**config.mk**
```make
export PLATFORM = sky130hd
export DESIGN_NAME = lp_timer
export DESIGN_NICKNAME = d
export VERILOG_FILES = /design/src/rtl/lp_timer_pkg.sv /design/src/rtl/tick_div.sv /design/src/rtl/tmr_core.sv /design/src/rtl/lp_timer.sv
export SDC_FILE = /design/constraint.sdc
export NUM_CORES = 1
export LEC_CHECK = 0
export BUFFER_PORTS_ARGS = -buffer_cell sky130_fd_sc_hd__clkbuf_2
export CAP_MARGIN = 40
export CORE_UTILIZATION = 50
export DETAILED_ROUTE_END_ITERATION = 10
export PLACE_DENSITY = 0.71
export SETUP_SLACK_MARGIN = 0.4
export SYNTH_ARGS = -nofsm -noshare
export SYNTH_HDL_FRONTEND = slang
export SYNTH_SLANG_ARGS = --single-unit
```
**constraint.sdc**
```tcl
create_clock -name clk -period 2.4 [get_ports clk]
set_input_delay 0.12 -clock clk [delete_from_list [all_inputs] [get_ports clk]]
set_output_delay 0.12 -clock clk [all_outputs]
set_load 0.02 [all_outputs]
```
**src/rtl/lp_timer_pkg.sv**
```systemverilog
package lp_timer_pkg;
    parameter int CNT_W = 16;

    typedef struct packed {
        logic [CNT_W-1:0] count;
        logic [CNT_W-1:0] reload;
        logic             armed;
        logic             irq;
    } tmr_state_t;
endpackage

```
**src/rtl/tick_div.sv**
```systemverilog
module tick_div #(
    parameter int DIV = 26
) (
    input  logic clk,
    input  logic rst_n,
    output logic tick
);
    localparam int W = (DIV > 2) ? $clog2(DIV) : 1;
    localparam logic [W-1:0] LAST = W'(DIV - 1);

    logic [W-1:0] cnt_d, cnt_q;

    always_comb begin
        cnt_d = (cnt_q == LAST) ? '0 : cnt_q + 1'b1;
    end

    always_ff @(posedge clk or negedge rst_n) begin
        if (!rst_n) cnt_q <= '0;
        else        cnt_q <= cnt_d;
    end

    assign tick = (cnt_q == LAST);
endmodule

```
**src/rtl/tmr_core.sv**
```systemverilog
module tmr_core
    import lp_timer_pkg::*;
(
    input  logic             clk,
    input  logic             rst_n,
    input  logic             tick,
    input  logic             wr_en,
    input  logic [CNT_W-1:0] wr_data,
    input  logic             periodic,
    input  logic             irq_clr,
    output logic [CNT_W-1:0] count,
    output logic             irq
);
    tmr_state_t st_d, st_q;
    logic       under;

    always_comb begin
        st_d  = st_q;
        under = tick && st_q.armed && !wr_en && (st_q.count == '0);
        if (wr_en) begin
            st_d.count  = wr_data;
            st_d.reload = wr_data;
            st_d.armed  = 1'b0;
        end else if (tick) begin
            if (!st_q.armed)         st_d.armed = 1'b1;
            else if (under)          st_d.count = periodic ? st_q.reload : '1;
            else                     st_d.count = st_q.count - 1'b1;
        end
        st_d.irq = under || (st_q.irq && !irq_clr);
    end

    always_ff @(posedge clk or negedge rst_n) begin
        if (!rst_n) st_q <= '0;
        else        st_q <= st_d;
    end

    assign count = st_q.count;
    assign irq   = st_q.irq;
endmodule

```
**src/rtl/lp_timer.sv**
```systemverilog
module lp_timer
    import lp_timer_pkg::*;
#(
    parameter int HI_DIV  = 36,
    parameter int LO_DIV  = 9216,
    parameter int ALT_DIV = 26
) (
    input  logic             clk,
    input  logic             rst_n,
    input  logic             wr_en,
    input  logic [CNT_W-1:0] wr_data,
    input  logic             src_lo,
    input  logic             alt_en,
    input  logic             periodic,
    input  logic             irq_clr,
    output logic [CNT_W-1:0] rd_data,
    output logic             irq,
    output logic             hi_tick,
    output logic             lo_tick
);
    localparam int NSRC = 3;
    localparam int DIV_TAB [NSRC] = '{HI_DIV, LO_DIV, ALT_DIV};

    logic [NSRC-1:0] ticks;
    logic            sel_tick;

    for (genvar i = 0; i < NSRC; i++) begin : g_div
        tick_div #(.DIV(DIV_TAB[i])) u_div (
            .clk  (clk),
            .rst_n(rst_n),
            .tick (ticks[i])
        );
    end

    always_comb begin
        if (src_lo)      sel_tick = ticks[1];
        else if (alt_en) sel_tick = ticks[2];
        else             sel_tick = ticks[0];
    end

    tmr_core u_core (
        .clk     (clk),
        .rst_n   (rst_n),
        .tick    (sel_tick),
        .wr_en   (wr_en),
        .wr_data (wr_data),
        .periodic(periodic),
        .irq_clr (irq_clr),
        .count   (rd_data),
        .irq     (irq)
    );

    assign hi_tick = ticks[0];
    assign lo_tick = ticks[1];
endmodule

```
==> impl_metrics.json <==
{
  "switching_share_pct": 25.76,
  "path_max_fanout": 6,
  "maxCapViolations": 0,
  "cts.path.max_buffers": 2,
  "crit_slowest_cell": "or4_4",
  "finClkSkew_ns": 0.01117,
  "hp-start": "wr_data[11]",
  "most-common-layout-cells": "59 x dfrtp_1, 41 x clkbuf_2, 31 x nor2_1, 28 x buf_4, 16 x nand2_1",
  "syn_avg_cell_area_um2": 9.965,
  "clkSinkCount": 59,
  "period_needed_ns": 2.155,
  "p_total_uw": 2352,
  "rsz0062_at_grt": "yes",
  "worstPathArrival_ns": 2.37,
  "placed_area_um2": 3376,
  "design.core.area_um2": 5956,
  "route.detailed.drc": 0,
  "clk_latency_ns": 0.34,
  "drt-wirelength-per-cell_um": 16.31,
  "tns_ns": 0,
  "crit_top_cell": "or4_4",
  "cts_max_level": 3,
  "switchingPower_uw": 605.8,
  "ff2ff_path_depth": 5,
  "grt_pass1_wl_um": 11570,
  "grt.overflow.total": 0,
  "synth_flop_cell": "dfrtp_1",
  "portBuffers": 41,
  "area_growth_pct": 26.88,
  "power_frac_clock_pct": 41.2,
  "synth_top_area_share_pct": 47.48,
  "synth_edf_count": 0,
  "clockRootBuffer": "clkbuf_8",
  "status": "finished clean",
  "p_comb_share_pct": 11.6,
  "grtUsageTotal_pct": 23.85,
  "avgViaCountPerCell": 5.780,
  "critPathRequiredTime_ns": 2.61,
  "pwr-share-seq_pct": 47.2,
  "syn_inst": 312,
  "gp_congestion": 0.7788,
  "fin_nets": 397,
  "initial_core_util_pct": 52.21,
  "final_area_um2": 3945,
  "cts_tree": "done",
  "crit_start": "g_div[1].u_div.cnt_q[12]",
  "worstMarginPinSlew_ns": 0.4445,
  "vias": 2595,
  "reg2reg_from": "g_div[1].u_div.cnt_q[12]",
  "cts.clk_slew.worst_paths_ns": 0.07,
  "max_stage_delay_ns": 0.46,
  "grt_max_degree": 36,
  "ys_types": 56,
  "crit_chain": "or3b_4, or4_4, o21a_4, or4_4, o311a_1",
  "yosysWarningCount": 0,
  "hold_depth": 3,
  "slew_headroom_pct": 70.37,
  "yosysTopAreaCell": "dfrtp_1",
  "final_common_cell": "dfrtp_1",
  "fp.dieArea_um2": 6538,
  "num_rows": 28,
  "peakVddDrop_mv": 0.4548,
  "wl_um": 7323,
  "internal_power_uw": 1746,
  "ios": 42,
  "final_hold_viol_count": 0,
  "synth_area_leaders": "dfrtp_1 47%, mux2_2 4.0%, buf_4 3.9%",
  "setup-violations-final": 0,
  "die_w_um": 80.86,
  "p_leak_uw": 0.001732,
  "end_kind": "register",
  "ant_nets": 0,
  "diodes": 0,
  "hold_class": "input port to register",
  "max_freq_mhz": 464.1,
  "ys_ff_latch": 59,
  "dp.final_hpwl_um": 4556,
  "synth-seq-area-share_pct": 47.48,
  "crit_type": "register to register",
  "die_h_um": 80.86,
  "slew_viol_final": 0,
  "grt_pass1_vias": 2401,
  "syn_nets": 340,
  "drtIter0Drc": 144,
  "cts_made_buffers": 9,
  "p_per_area_nw_per_um2": 596.1,
  "antenna_found_initial": 0,
  "syn_area_um2": 3109,
  "fin_crit_sh_pct": 89.77,
  "async_flop_share_pct": 100.0,
  "layout-drive-gt1-share_pct": 34.22,
  "cp-start-kind": "register",
  "first_pass_iters": 4
}
## cell usage after synthesis (all sizes together), types with 4 or more instances
cell type,number
nand3,12
buf,19
xnor2,13
nor2,31
nor3b,6
dfrtp,59
nand2,16
mux2,11
nor4,6
nand4,8
clkbuf,10
nor3,7
xor2,8
inv,14
o221ai,5
a21oi,5
a21o,4
ha,5
and2,6
a31oi,9
o211ai,5
o21ai,10
## power by group through the flow
| stage | registers, uW | logic (uW) | clock network (uW) |
|---|---|---|---|
| after floorplan | 1100 | 182 | 0 |
| after global placement | 1120 | 237 | 0 |
| after detailed placement | 1120 | 241 | 0 |
| after CTS | 1110 | 262 | 984 |
| after global routing | 1120 | 299 | 1030 |
| final | 1110 | 273 | 968 |
## metal layers
metal	up-vias	share of wire (%)	track usage, %
li1	1236	-	-
met1	1269	47	33.57
met2	84	47	35.88
met4	0	0.78	10.54
met5	-	0	0
met3	6	5.0	4.157
## worst paths after layout
check,endpoint,slack (ns)
max,u_core.count[7],0.25
min,u_core.count[11],0.03
max reg2reg,u_core.count[7],0.25
min reg2reg,u_core.st_q[14],0.48
max in group asynchronous,g_div[1].u_div.cnt_q[7],1.55
min in group asynchronous,u_core.st_q[5],0.16
## through the flow
stage | hold slack [ns] | cells | worst slack [ns] | utilization (%)
floorplan | -0.1756 | 312 | 0.3706 | -
global placement | -0.02633 | 414 | 0.1560 | 56.68
detailed placement | -0.02756 | 414 | 0.1027 | 56.68
CTS | 0.02339 | 443 | 0.2880 | 64.35
global route | 0.01759 | 449 | 0.1991 | 66.24
finish | 0.02937 | 449 | 0.2455 | 66.24
## critical path, delay by kind of cell, from the launching register on
| family | cells | cell delay, ns |
|---|---|---|
| AOI/OAI and AO/OA | 2 | 0.37 |
| DFF | 1 | 0.38 |
| and+or+nand+nor | 3 | 1.28 |
## kinds of logic after synthesis
kind of cell,count (synthesis),share of synthesized area (%)
flip-flops,59,47.49
XOR/XNOR,21,5.916
buffers and inverters,44,7.364
AO/OA/AOI/OAI,58,13.20
AND/OR/NAND/NOR,111,19.08
multiplexers,14,4.950
adder cells (fa/ha/maj),5,2.012
## cell type report
type / instances / area, um^2
multi-input combinational: 210 / 1630
fill: 453 / 2011
inverter: 15 / 56.30
clock inverter: 5 / 77.57
tap: 75 / 93.84
sequential: 59 / 1476
clock buffer: 11 / 131.4
timing repair buffer: 74 / 479.2
## sequential cells by signal, indices dropped and copies added (netlist names)
signal             flops
u_core.st_q           17
u_core.count          16
u_core.irq             1
g_div.u_div.cnt_q     25
## timing repair
item                                   CTS  global route
endpoints found under the hold margin   24             0
resized for setup                       23            15
buffers inserted                        11             6
setup endpoints to repair               17            17
hold buffers                             1             0
pin swaps                                9             6
gates cloned                             1             0
(Power assumes the default switching activity.)
